File: src/rtl/spi_pg_pkg.sv
package spi_pg_pkg;

  localparam logic [7:0] OP_AXES = 8'h01;
  localparam logic [7:0] OP_RATE = 8'h02;

  function automatic int unsigned bytes_for(input int unsigned bits);
    return (bits + 7) / 8;
  endfunction

  function automatic int unsigned axes_frame_len(input int unsigned qty_bits);
    return 1 + 3 * bytes_for(qty_bits);
  endfunction

  function automatic int unsigned rate_frame_len(input int unsigned freq_bits);
    return 1 + bytes_for(freq_bits);
  endfunction

endpackage

File: src/rtl/spi_pg_sync.sv
module spi_pg_sync #(
  parameter int STAGES = 2
) (
  input  logic clk,
  input  logic rst_n,
  input  logic sck_pin,
  input  logic mosi_pin,
  input  logic csn_pin,
  output logic sck_rise,
  output logic sck_fall,
  output logic mosi_s,
  output logic selected,
  output logic frame_start,
  output logic frame_end
);

  logic [STAGES-1:0] sck_chain;
  logic [STAGES-1:0] mosi_chain;
  logic [STAGES-1:0] csn_chain;
  logic              sck_prev;
  logic              csn_prev;
  logic              sck_s;
  logic              csn_s;

  assign sck_s = sck_chain[STAGES-1];
  assign csn_s = csn_chain[STAGES-1];

  always_ff @(posedge clk or negedge rst_n) begin
    if (!rst_n) begin
      sck_chain  <= '0;
      mosi_chain <= '0;
      csn_chain  <= '1;
      sck_prev   <= 1'b0;
      csn_prev   <= 1'b1;
    end else begin
      sck_chain  <= {sck_chain[STAGES-2:0], sck_pin};
      mosi_chain <= {mosi_chain[STAGES-2:0], mosi_pin};
      csn_chain  <= {csn_chain[STAGES-2:0], csn_pin};
      sck_prev   <= sck_s;
      csn_prev   <= csn_s;
    end
  end

  assign mosi_s      = mosi_chain[STAGES-1];
  assign selected    = ~csn_s;
  assign sck_rise    = sck_s & ~sck_prev;
  assign sck_fall    = ~sck_s & sck_prev;
  assign frame_start = ~csn_s & csn_prev;
  assign frame_end   = csn_s & ~csn_prev;

endmodule

File: src/rtl/spi_pg_rx.sv
module spi_pg_rx #(
  parameter int MAXB = 13
) (
  input  logic                       clk,
  input  logic                       rst_n,
  input  logic                       start_i,
  input  logic                       rise_i,
  input  logic                       mosi_i,
  output logic [MAXB-1:0][7:0]       bytes_o,
  output logic [$clog2(MAXB+1)-1:0]  count_o
);

  localparam int CW = $clog2(MAXB + 1);

  logic [2:0] bit_q;
  logic [6:0] sh_q;
  logic       byte_done;
  logic [7:0] byte_w;
  logic       room;

  assign byte_done = rise_i && (bit_q == 3'd7);
  assign byte_w    = {sh_q, mosi_i};
  assign room      = (count_o < CW'(MAXB));

  always_ff @(posedge clk or negedge rst_n) begin
    if (!rst_n) begin
      bit_q   <= '0;
      sh_q    <= '0;
      count_o <= '0;
      bytes_o <= '0;
    end else if (start_i) begin
      bit_q   <= '0;
      count_o <= '0;
    end else if (rise_i) begin
      bit_q <= bit_q + 3'd1;
      sh_q  <= {sh_q[5:0], mosi_i};
      if (byte_done && room) begin
        bytes_o[count_o] <= byte_w;
        count_o          <= count_o + CW'(1);
      end
    end
  end

  // the byte count never runs past the storage it indexes
  a_r4_count_in_range: assert property (@(posedge clk) disable iff (!rst_n)
    (count_o == CW'(MAXB)) |=> (count_o == CW'(MAXB)) || (count_o == '0));

endmodule

File: src/rtl/spi_pg_tx.sv
module spi_pg_tx #(
  parameter int W = 32
) (
  input  logic         clk,
  input  logic         rst_n,
  input  logic         start_i,
  input  logic         fall_i,
  input  logic         sel_i,
  input  logic [W-1:0] snap_i,
  output logic         miso_o
);

  localparam int PW = $clog2(W + 1);

  logic [W-1:0]  snap_q;
  logic [PW-1:0] ptr_q;
  logic [W-1:0]  shifted;
  logic          bit_step;
  logic          bits_left;

  assign bits_left = (ptr_q < PW'(W));
  assign bit_step  = fall_i && sel_i && bits_left;
  assign shifted   = snap_q << ptr_q;
  assign miso_o    = bits_left ? shifted[W-1] : 1'b0;

  always_ff @(posedge clk or negedge rst_n) begin
    if (!rst_n) begin
      snap_q <= '0;
      ptr_q  <= PW'(W);
    end else if (start_i) begin
      snap_q <= snap_i;
      ptr_q  <= '0;
    end else if (bit_step) begin
      ptr_q <= ptr_q + PW'(1);
    end
  end

  // the captured value does not change inside a frame
  a_r6_snapshot_held: assert property (@(posedge clk) disable iff (!rst_n)
    !start_i |=> $stable(snap_q));

  // the output bit moves only after a serial clock fall or a new frame
  a_r7_miso_moves_on_edges: assert property (@(posedge clk) disable iff (!rst_n)
    (miso_o != $past(miso_o)) |-> $past(fall_i || start_i));

endmodule

File: src/rtl/spi_pg_decode.sv
module spi_pg_decode
  import spi_pg_pkg::*;
#(
  parameter int QTY_W  = 32,
  parameter int FREQ_W = 24,
  parameter int MAXB   = 13
) (
  input  logic                      clk,
  input  logic                      rst_n,
  input  logic                      end_i,
  input  logic [MAXB-1:0][7:0]      bytes_i,
  input  logic [$clog2(MAXB+1)-1:0] count_i,
  output logic                      axes_hit_o,
  output logic [QTY_W-1:0]          x_word_o,
  output logic                      load_o,
  output logic                      load_freq_o,
  output logic [QTY_W-1:0]          y_q,
  output logic [QTY_W-1:0]          z_q,
  output logic [FREQ_W-1:0]         freq_q
);

  localparam int CW      = $clog2(MAXB + 1);
  localparam int QB      = int'(bytes_for(QTY_W));
  localparam int FB      = int'(bytes_for(FREQ_W));
  localparam int AX_LEN  = int'(axes_frame_len(QTY_W));
  localparam int RT_LEN  = int'(rate_frame_len(FREQ_W));

  logic [QTY_W-1:0]  words [3];
  logic [FREQ_W-1:0] freq_word;
  logic              rate_hit;

  generate
    for (genvar a = 0; a < 3; a++) begin : g_axis
      always_comb begin
        words[a] = '0;
        for (int i = 0; i < QB; i++) begin
          words[a] = QTY_W'({words[a], bytes_i[1 + a * QB + i]});
        end
      end
    end
  endgenerate

  always_comb begin
    freq_word = '0;
    for (int i = 0; i < FB; i++) begin
      freq_word = FREQ_W'({freq_word, bytes_i[1 + i]});
    end
  end

  assign axes_hit_o = end_i && (bytes_i[0] == OP_AXES) && (count_i >= CW'(AX_LEN));
  assign rate_hit   = end_i && (bytes_i[0] == OP_RATE) && (count_i >= CW'(RT_LEN));
  assign x_word_o   = words[0];

  always_ff @(posedge clk or negedge rst_n) begin
    if (!rst_n) begin
      load_o      <= 1'b0;
      load_freq_o <= 1'b0;
      y_q         <= '0;
      z_q         <= '0;
      freq_q      <= '0;
    end else begin
      load_o      <= axes_hit_o;
      load_freq_o <= rate_hit;
      if (axes_hit_o) begin
        y_q <= words[1];
        z_q <= words[2];
      end
      if (rate_hit) begin
        freq_q <= freq_word;
      end
    end
  end

  // the position strobe lasts a single cycle
  a_r2_axes_strobe_single: assert property (@(posedge clk) disable iff (!rst_n)
    load_o |=> !load_o);

  // the rate strobe lasts a single cycle
  a_r3_rate_strobe_single: assert property (@(posedge clk) disable iff (!rst_n)
    load_freq_o |=> !load_freq_o);

  // strobes only follow a frame end
  a_r4_strobe_needs_end: assert property (@(posedge clk) disable iff (!rst_n)
    (load_o || load_freq_o) |-> $past(end_i));

  // held quantities change only with an accepted frame
  a_r4_axes_held: assert property (@(posedge clk) disable iff (!rst_n)
    !load_o |-> ($stable(y_q) && $stable(z_q)));

endmodule

File: src/rtl/spi_pg_gen.sv
module spi_pg_gen #(
  parameter int QTY_W  = 32,
  parameter int FREQ_W = 24,
  parameter int ACC_W  = 24
) (
  input  logic              clk,
  input  logic              rst_n,
  input  logic              load_i,
  input  logic [QTY_W-1:0]  qty_i,
  input  logic [FREQ_W-1:0] freq_i,
  output logic              pulse_o,
  output logic [QTY_W-1:0]  rem_o
);

  function automatic logic [ACC_W:0] phase_step(input logic [ACC_W-1:0] acc,
                                                input logic [FREQ_W-1:0] f);
    return {1'b0, acc} + (ACC_W + 1)'(f);
  endfunction

  logic [ACC_W-1:0] acc_q;
  logic [ACC_W:0]   sum;
  logic             running;
  logic             carry;

  assign running = (freq_i != '0) && (rem_o != '0);
  assign sum     = phase_step(acc_q, freq_i);
  assign carry   = sum[ACC_W];

  always_ff @(posedge clk or negedge rst_n) begin
    if (!rst_n) begin
      acc_q   <= '0;
      rem_o   <= '0;
      pulse_o <= 1'b0;
    end else if (load_i) begin
      acc_q   <= '0;
      rem_o   <= qty_i;
      pulse_o <= 1'b0;
    end else if (running) begin
      acc_q   <= sum[ACC_W-1:0];
      pulse_o <= carry;
      if (carry) rem_o <= rem_o - QTY_W'(1);
    end else begin
      pulse_o <= 1'b0;
    end
  end

  // each pulse matches a one-step drop in the count
  a_r5_pulse_decrements: assert property (@(posedge clk) disable iff (!rst_n)
    pulse_o |-> (rem_o == $past(rem_o) - QTY_W'(1)));

  // a zero rate word yields no pulse
  a_r5_zero_rate_silent: assert property (@(posedge clk) disable iff (!rst_n)
    (freq_i == '0) |=> !pulse_o);

  // an exhausted count yields no pulse
  a_r5_zero_count_silent: assert property (@(posedge clk) disable iff (!rst_n)
    (rem_o == '0 && !load_i) |=> !pulse_o);

  // a load restarts the phase at zero
  a_r8_load_clears_phase: assert property (@(posedge clk) disable iff (!rst_n)
    load_i |=> (acc_q == '0 && !pulse_o));

endmodule

File: src/rtl/spi_pulse_gen.sv
module spi_pulse_gen
  import spi_pg_pkg::*;
#(
  parameter int QTY_W       = 32,
  parameter int FREQ_W      = 24,
  parameter int ACC_W       = 24,
  parameter int SYNC_STAGES = 2
) (
  input  logic             clk,
  input  logic             rst_n,
  input  logic             spi_sck,
  input  logic             spi_mosi,
  input  logic             spi_cs_n,
  output logic             spi_miso,
  output logic             pulse_out,
  output logic             load_axes,
  output logic             load_rate,
  output logic [QTY_W-1:0] y_qty,
  output logic [QTY_W-1:0] z_qty
);

  localparam int MAXB = int'(axes_frame_len(QTY_W));
  localparam int CW   = $clog2(MAXB + 1);

  logic                sck_rise;
  logic                sck_fall;
  logic                mosi_s;
  logic                selected;
  logic                frame_start;
  logic                frame_end;
  logic                rx_rise;
  logic [MAXB-1:0][7:0] frame_bytes;
  logic [CW-1:0]       frame_count;
  logic                axes_hit;
  logic [QTY_W-1:0]    x_word;
  logic [FREQ_W-1:0]   freq_word;
  logic [QTY_W-1:0]    remaining;

  assign rx_rise = sck_rise & selected;

  spi_pg_sync #(.STAGES(SYNC_STAGES)) u_sync (
    .clk         (clk),
    .rst_n       (rst_n),
    .sck_pin     (spi_sck),
    .mosi_pin    (spi_mosi),
    .csn_pin     (spi_cs_n),
    .sck_rise    (sck_rise),
    .sck_fall    (sck_fall),
    .mosi_s      (mosi_s),
    .selected    (selected),
    .frame_start (frame_start),
    .frame_end   (frame_end)
  );

  spi_pg_rx #(.MAXB(MAXB)) u_rx (
    .clk     (clk),
    .rst_n   (rst_n),
    .start_i (frame_start),
    .rise_i  (rx_rise),
    .mosi_i  (mosi_s),
    .bytes_o (frame_bytes),
    .count_o (frame_count)
  );

  spi_pg_decode #(.QTY_W(QTY_W), .FREQ_W(FREQ_W), .MAXB(MAXB)) u_dec (
    .clk         (clk),
    .rst_n       (rst_n),
    .end_i       (frame_end),
    .bytes_i     (frame_bytes),
    .count_i     (frame_count),
    .axes_hit_o  (axes_hit),
    .x_word_o    (x_word),
    .load_o      (load_axes),
    .load_freq_o (load_rate),
    .y_q         (y_qty),
    .z_q         (z_qty),
    .freq_q      (freq_word)
  );

  spi_pg_gen #(.QTY_W(QTY_W), .FREQ_W(FREQ_W), .ACC_W(ACC_W)) u_gen (
    .clk     (clk),
    .rst_n   (rst_n),
    .load_i  (axes_hit),
    .qty_i   (x_word),
    .freq_i  (freq_word),
    .pulse_o (pulse_out),
    .rem_o   (remaining)
  );

  spi_pg_tx #(.W(QTY_W)) u_tx (
    .clk     (clk),
    .rst_n   (rst_n),
    .start_i (frame_start),
    .fall_i  (sck_fall),
    .sel_i   (selected),
    .snap_i  (remaining),
    .miso_o  (spi_miso)
  );

  // the position strobe follows the internal accept by one cycle
  a_r2_strobe_after_accept: assert property (@(posedge clk) disable iff (!rst_n)
    $past(axes_hit) |-> load_axes);

endmodule

File: config.mk
export PLATFORM = sky130hd
export DESIGN_NAME = spi_pulse_gen
export DESIGN_NICKNAME = d
export VERILOG_FILES = /design/src/rtl/spi_pg_pkg.sv /design/src/rtl/spi_pg_sync.sv /design/src/rtl/spi_pg_rx.sv /design/src/rtl/spi_pg_tx.sv /design/src/rtl/spi_pg_decode.sv /design/src/rtl/spi_pg_gen.sv /design/src/rtl/spi_pulse_gen.sv
export SDC_FILE = /design/constraint.sdc
export NUM_CORES = 1
export LEC_CHECK = 0
export ABC_CLOCK_PERIOD_IN_PS = 7900
export BUFFER_PORTS_ARGS = -buffer_cell sky130_fd_sc_hd__buf_2
export CORE_ASPECT_RATIO = 1.1
export CORE_MARGIN = 2
export CORE_UTILIZATION = 66
export DETAILED_ROUTE_END_ITERATION = 12
export GPL_TIMING_DRIVEN = 0
export PLACE_DENSITY = 0.85
export SYNTH_ARGS = -nofsm -noshare
export SYNTH_HDL_FRONTEND = slang
export SYNTH_HIERARCHICAL = 1
export SYNTH_SLANG_ARGS = --single-unit
File: constraint.sdc
create_clock -name clk -period 7.9 [get_ports clk]
set_input_delay 1.58 -clock clk [delete_from_list [all_inputs] [get_ports clk]]
set_output_delay 1.58 -clock clk [all_outputs]
set_load 0.02 [all_outputs]
After elaboration in Yosys (flattened, before gate mapping)
Cells that the tools add are included.

storage, ports and cells
  flip-flop bits (word level) = 311
  output and inout bits = 68
  logic and storage cells = 95

cells by class
  add/sub/neg operators = 5
  order comparisons = 6
  eq/ne operators = 3
  shift operators = 1
  muxes and demuxes = 18
  bitwise operators = 10
  reduce and logical (&&, ||, !) cells = 21

operator list
  cell                     number
  $bwmux W104              1
  $mux W32                 3
  $mux W24                 2
  $demux W8 S4             1
  $reduce_bool A32 Y1      1
  $shl A32 B6 Y32          1
  $sub A32 B1 Y32 const B  1
  $add A24 B24 Y25         1
  $reduce_bool A24 Y1      1
  $mux W4                  3
  $mux W6                  2
  $logic_and A1 B1 Y1      10
  $reduce_bool A2 Y1       5
  $eq A8 B1 Y1 const B     1
  $eq A8 B2 Y1 const B     1
  $mux W8                  1
  $add A6 B1 Y6 const B    1
  $lt A6 B6 Y1 const B     1
  $mux W3                  2
  $reduce_and A2 Y1        3
  $and A1 B1 Y1            5
  $lt A4 B5 Y1 const B     1
  $not A1 Y1               5
  $add A4 B1 Y4 const B    1
  other kinds (8)          10

Depth between registers and ports, before layout
Gate-level depths: netlist of run 1.

  depth in word-level cells = 8
  mapped depth = 12

Modules after synthesis
The synthesis of run 1 kept the hierarchy.

modules (own cells, without submodules)
  module         times used  cells each  area an instance (um^2)  seq. area each (um^2)
  spi_pg_rx      1           297         4757.1                   2952.8
  spi_pg_gen     1           532         4518.1                   1426.4
  spi_pg_decode  1           227         3651.0                   2252.2
  spi_pg_tx      1           118         1759.2                   952.2
  spi_pg_sync    1           13          237.7                    203.9
  spi_pulse_gen  1           1           6.3                      0.0

Worst setup path before layout of run 1
Ideal clock, no wire load.

  path type = register to register
  start point = register u_sync.csn_chain[1]
  end point = register u_gen.acc_q[0]
  data arrival time = 2.966 ns
  slack = 4.798 ns
  stages on the path, launching flop included = 11
  path buffers = 6
  cell sequence = dfstp_2 > nor2b_1 > or4b_4 > nor4_2 > buf_4 > buf_6 > clkbuf_1 > buf_1 > clkbuf_1 > clkbuf_1 > a21oi_1

between the ends
  longest elaborated chain between the ends = 4
  elaborated cells between the ends (all ways) = 5
  classes of those cells = mux (1); bitwise (1); reduce/logical (3)

RTL lines
  what                                                   line                 text
  from (decl)                                            spi_pg_sync.sv:19    logic [STAGES-1:0] csn_chain;
  from (signal assigned)                                 spi_pg_sync.sv:38    csn_chain <= {csn_chain[STAGES-2:0], csn_pin};
  $and A1 B1 Y1 *                                        spi_pg_sync.sv:49    assign frame_end = csn_s & ~csn_prev;
  via frame_end                                          spi_pulse_gen.sv:30  logic frame_end;
  $logic_and A1 B1 Y1 * (2 in a row)                     spi_pg_decode.sv:50  assign axes_hit_o = end_i && (bytes_i[0] == OP_AXES) && (count_i >= CW'(AX_LEN));
  via axes_hit                                           spi_pulse_gen.sv:34  logic axes_hit;
  $mux W24 / $reduce_bool A2 Y1 (equally long branches)  --
  to (signal assigned)                                   spi_pg_gen.sv:39     acc_q <= sum[ACC_W-1:0];
  to (decl)                                              spi_pg_gen.sv:20     logic [ACC_W-1:0] acc_q;

Mark *: on every way through the listed nets, which the timed path passes. The rest lies on a longest branch.
A chain may end at the register's enable or synchronous reset.

Worst setup path after layout of run 1
  start point = register u_sync.csn_chain[1]
  end point = register u_gen.acc_q[5]

Same word-level chain as after synthesis.

==> metrics.yaml, run 1 <==
status:
  status: "complete, no violations"
route:
  vias: 10352
  post_drt_wl_per_cell_um: 22.4
  avgViaCountPerCell: 6.42
  drc_errors: 0
  dr.pass1.iters: 5
  drt_wl_total_um: 36100
  drt_iter0_drc: 1081
  antenna_left: 0
clocking:
  cts_resized: 0
  clock-sinks: 311
  root_buffer: "clkbuf_16"
  cts_buffers: 30
  cts_tree: "yes"
  post_cts_buffers: 0
  cts_buffer_depth: 3
  holdBufCountCts: 0
  htreeDepth: 1
  clkLatencyLatePin_ns: 0.56
  clk_pin_slew_ns: 0.06
global_route:
  grt_pass1_vias: 10803
  grt_overflow: 0
  grt_pass1_wl_um: 57900
  grt_use_total_pct: 30.8
  grt_max_degree: 128
  antenna_found_initial: 0
sta:
  rsz0062_at_grt: "false"
  max_slew_margin_pct: 35.0
  fmax_mhz: 222
  worstMarginPinSlew_ns: 0.973
  period_needed_ns: 4.50
  hold_viol: 0
  post-route-period-util_pct: 57.0
  fin_tns_setup_ns: 0
  setup_viol_count_final: 0
  slew_violations: 0
  finalClockSkew_ns: 0.0289
setup_path:
  crit_start: "u_sync/csn_chain[1]"
  critPathMaxFanout: 11
  cp_data_arrival_time_ns: 4.92
  critical_path_class: "flop to flop"
  worstSetupStartpointType: "flop"
  r2r_slack_ns: 3.40
  critPathCaptureType: "flop"
  cp-endpoint: "u_gen/acc_q[5]"
  rr_worst_depth: 10
  worstPathRequired_ns: 8.32
  timing.rr.end: "u_gen/acc_q[5]"
  rr_startpoint: "u_sync/csn_chain[1]"
floorplan:
  io_pins: 73
  row_count: 57
  die_h_um: 162
  start_util_pct: 67.3
  core_um2: 22200
  dieWidth_um: 147
  dieArea_um2: 23800
final_layout:
  antenna_cells: 0
  drive_gt1_share_pct: 36.0
  final_cells: 1613
  fill_cells: 1316
  utilization_pct: 75.8
  stdcell_area_um2: 16800
  nets: 1333
  areaGrowthSynthToFinish_pct: 12.6
synthesis:
  synth-seq-cells: 311
  synth_most_common_cell: "dfrtp_1"
  ys_top_cells_by_area: "dfrtp_1 51%, mux2_2 17%, ha_1 2.8%"
  ys.warnings.count: 6
  syn_area_um2: 14900
  synth-edff-count: 0
  syn_inst: 1188
  synthArstFlopShare_pct: 100
  synthesis.nets: 1227
  synth_top_area_cell: "dfrtp_1"
  synth_area_per_cell_um2: 12.6
  ys_seq_area_share_pct: 52.2
  ys_top_cells_by_count: "307 x dfrtp_1, 229 x mux2_2, 57 x nor2_1"
  ys_types: 86
  synth_top_area_share_pct: 51.5
  synth_flop_cell: "dfrtp_1"
placement:
  dpl.cell_count: 1557
  gp_congestion: 0.924
  dpl_cell_area_um2: 15700
  port_buffers: 72
  hpwl_um: 24000
hold_path:
  min_path_type: "flop to flop"
  worstHoldStart: "u_sync/csn_chain[0]"
power:
  leakagePower_nw: 8.51
  ir_drop_mv: 0.178
  total_power_mw: 3.37
  p_per_area_nw_per_um2: 200
job:
  max-cap-violations: 0
[worst max-delay path, cell delays in order, from the launching register on]
cell and delay (ns):
dfstp_2 0.55, nor2b_1 0.18, or4b_4 0.52, nor4_2 0.37, buf_4 0.29, buf_6 0.18
clkbuf_1 0.61, buf_1 0.52, clkbuf_1 0.53, clkbuf_1 0.49, a21oi_1 0.10
[sequential cells by signal (all words and copies together) (netlist names), 2 cells and up]
| name | cells |
|---|---|
| u_dec/y_q | 32 |
| u_tx/ptr_q | 6 |
| u_rx/count_o | 4 |
| u_rx/bytes_o | 104 |
| u_sync/mosi_chain | 2 |
| u_rx/sh_q | 7 |
| u_sync/csn_chain | 2 |
| u_gen/rem_o | 32 |
| u_tx/snap_q | 32 |
| u_rx/bit_q | 3 |
| u_dec/freq_q | 24 |
| u_gen/acc_q | 24 |
| u_sync/sck_chain | 2 |
| u_dec/z_q | 32 |
[worst min-delay path by stage]
stage	end	slack [ns]	cells after the start
6_report	u_sync/csn_chain[1]	0.36	0
5_1_grt	u_sync/csn_chain[1]	0.36	0
4_1_cts	u_sync/csn_chain[1]	0.36	0
3_5_place_dp	u_sync/csn_chain[1]	0.35	0
3_3_place_gp	u_sync/mosi_chain[1]	0.33	0
2_1_floorplan	u_sync/mosi_chain[1]	0.33	0
[layout make-up]
class,instances,area [um^2],area share (%)
clock inverter,12,193,1.15
clock buffer,44,895,5.32
multi-input combinational,768,6470,38.5
timing repair buffer,74,425,2.53
inverter,10,37.5,0.223
buffer,99,634,3.77
tap,295,369,2.20
sequential,311,7790,46.3
[stage by stage]
step	setup slack, ns	hold slack, ns
global route	3.25	0.359
floorplan	4.80	0.331
global placement	-0.405	0.332
detailed placement	3.56	0.347
finish	3.40	0.355
CTS	3.50	0.356
[report_power, final]
group          total [mW]  internal (mW)  switching [mW]  leakage (nW)
combinational       0.162         0.0382           0.124          3.68
sequential           1.64           1.61          0.0307          4.31
clock                1.56          0.946           0.616         0.526
[placed cells by master (no fill, tap or decap), types with 6 or more instances in the layout]
master	n
o21ai_0	25
clkbuf_8	7
or3_1	16
buf_2	86
dfrtp_1	307
o31ai_1	21
buf_4	43
nor2_1	57
clkbuf_16	31
nand2_1	52
nand4_1	9
inv_1	10
buf_6	11
mux2_2	229
ha_1	33
mux2i_1	9
a31oi_1	25
nand3_1	33
xnor2_1	13
nand2b_1	8
nor3_1	18
nand4_2	6
clkbuf_1	34
and2_1	6
a21oi_1	37
o211ai_1	8
or4_1	16
nor4_1	14
nor2b_1	10
[logic make-up (layout without fill, tap and decap cells)]
logic type | after synthesis | in the layout | synth area share, %
simple gates | 297 | 297 | 12.1
mux | 248 | 248 | 19.3
buf+inv | 109 | 239 | 4.50
xor+xnor | 15 | 15 | 0.880
compound gates | 174 | 174 | 8.18
flops | 311 | 311 | 52.2
fa+ha+maj | 34 | 34 | 2.90
[per-layer routing]
layer / vias to the layer above / GRT usage [%] / share of wire, %
met3: 108 / 6.15 / 7.9
met2: 462 / 50.3 / 48
li1: 4582 / - / -
met4: 0 / 12.4 / 3.6
met1: 5200 / 40.9 / 41
met5: - / 0 / 0
(Power assumes the default switching activity.)
==> inputs of run 2 (changes only) <==
Settings changed: ABC_CLOCK_PERIOD_IN_PS 7900 to 3900, CORE_UTILIZATION 66 to 56, PLACE_DENSITY 0.85 to 0.77.
Clock period 7.9 ns to 3.9 ns, I/O delays scaled along.
==> metrics.yaml, run 2 (synthesized netlist as in run 1, its figures left out) <==
final_layout:
  largest_register: "u_rx/bytes_o"
  final_common_cell: "dfrtp_1"
  utilization_pct: 64.2
  nets: 1333
  fill_cells: 2014
  areaGrowthSynthToFinish_pct: 12.5
  final_cell_mix: "307 x dfrtp_1, 229 x mux2_2, 86 x buf_2"
  largest_reg_flops: 104
  drive_gt1_share_pct: 36.1
  antenna_cells: 0
  final_cells: 1666
sta:
  slew_violations: 0
  post-route-period-util_pct: 93.4
  hold_viol: 0
  rsz0062_at_grt: "false"
  fin_tns_setup_ns: 0
  fmax_mhz: 274
  hold_slack_ns: 0.212
  max_slew_margin_pct: 19.3
  worstMarginPinSlew_ns: 1.20
  fin_ws_ns: 0.257
  setup_viol_count_final: 0
  finalClockSkew_ns: 0.0119
  period_needed_ns: 3.64
placement:
  dpl.cell_count: 1614
  port_buffers: 72
  gp_congestion: 0.900
  hpwl_um: 24000
  place_ws_ns: -0.376
setup_path:
  crit_family: "buffers and inverters"
  critical_path_class: "flop to flop"
  critPathCaptureType: "flop"
  rr_worst_depth: 9
  critPathSlowestCell: "dfstp_2"
  worstPathRequired_ns: 4.33
  max_stage_delay_ns: 0.55
  worstSetupStartpointType: "flop"
  cp.depth: 9
  cp_data_arrival_time_ns: 4.07
  critPathMaxFanout: 20
  crit_chain: "nor2b_1 -> or4b_4 -> nor4_2 -> buf_4 -> buf_6 -> buf_1 -> clkbuf_2 -> clkbuf_1 -> a21oi_1"
  worst-path-buf-inv: 5
clocking:
  holdBufCountCts: 0
  clock-sinks: 311
  cts_buffers: 31
  clkLatencyLatePin_ns: 0.57
  clk_pin_slew_ns: 0.06
  cts_tree: "yes"
  root_buffer: "clkbuf_16"
  cts_buffer_depth: 3
  post_cts_buffers: 0
  htreeDepth: 1
route:
  avgViaCountPerCell: 6.10
  drc_errors: 0
  dr.pass1.iters: 5
  post_drt_wl_per_cell_um: 20.9
  vias: 10159
  drt_iter0_drc: 772
  antenna_left: 0
  drt_wl_total_um: 34900
floorplan:
  die_h_um: 175
  dieWidth_um: 160
  io_pins: 73
  core_um2: 26100
  dieArea_um2: 28000
  start_util_pct: 57.1
  row_count: 62
global_route:
  grt_pass1_vias: 10369
  grt_overflow: 0
  grt_max_degree: 121
  grt_pass1_wl_um: 56300
  grt_use_total_pct: 25.2
  antenna_found_initial: 0
power:
  p_per_area_nw_per_um2: 393
  leakagePower_nw: 8.49
  ir_drop_mv: 0.400
status:
  status: "complete, no violations"
job:
  max-cap-violations: 0
hold_path:
  min_path_type: "primary input to asynchronous set/reset pin"
==> run 2: layout make-up <==
cell class | instances | area [um^2] | share of cell area [%]
clock buffer | 39 | 856 | 5.10
timing repair buffer | 74 | 425 | 2.53
inverter | 10 | 37.5 | 0.223
sequential | 311 | 7790 | 46.4
buffer | 98 | 632 | 3.76
tap | 352 | 440 | 2.62
multi-input combinational | 768 | 6470 | 38.5
clock inverter | 14 | 148 | 0.879
==> run 2: through the flow <==
stage	cell area, um^2	power [mW]
2_1_floorplan	14900	3.49
3_5_place_dp	15800	3.71
3_3_place_gp	15700	3.69
6_report	16800	6.60
4_1_cts	16800	6.65
5_1_grt	16800	6.81
==> run 2: path summary, 6_finish.rpt <==
kind	startpoint	to	slack (ns)
max	u_sync/csn_chain[1]	u_gen/acc_q[14]	0.26
min in group clk	spi_sck	u_sync/sck_chain[0]	0.31
max reg2reg	u_sync/csn_chain[1]	u_gen/acc_q[14]	0.26
min reg2reg	u_sync/csn_chain[0]	u_sync/csn_chain[1]	0.35
min	rst_n	u_sync/sck_chain[0]	0.21
max in group asynchronous	rst_n	u_gen/rem_o[12]	2.65
==> run 2: power by group <==
group	switching, mW	total (mW)	internal [mW]
sequential	0.0648	3.33	3.27
clock	1.26	2.95	1.68
combinational	0.246	0.324	0.0776
==> run 2: layer usage <==
layer  track usage (%)  wire length [um]  share of wire, %
met1              35.4             15200                44
met2              40.5             16500                47
met3              4.06              2210               6.3
met4              8.30              1010               2.9
met5                 0                 0                 0
==> run 2: timing repair <==
item | in CTS | in global routing
endpoints found under the hold margin | 0 | 0
resized for setup | 0 | 2
endpoints found under the setup margin | 40 | 10
gates cloned | 0 | 0
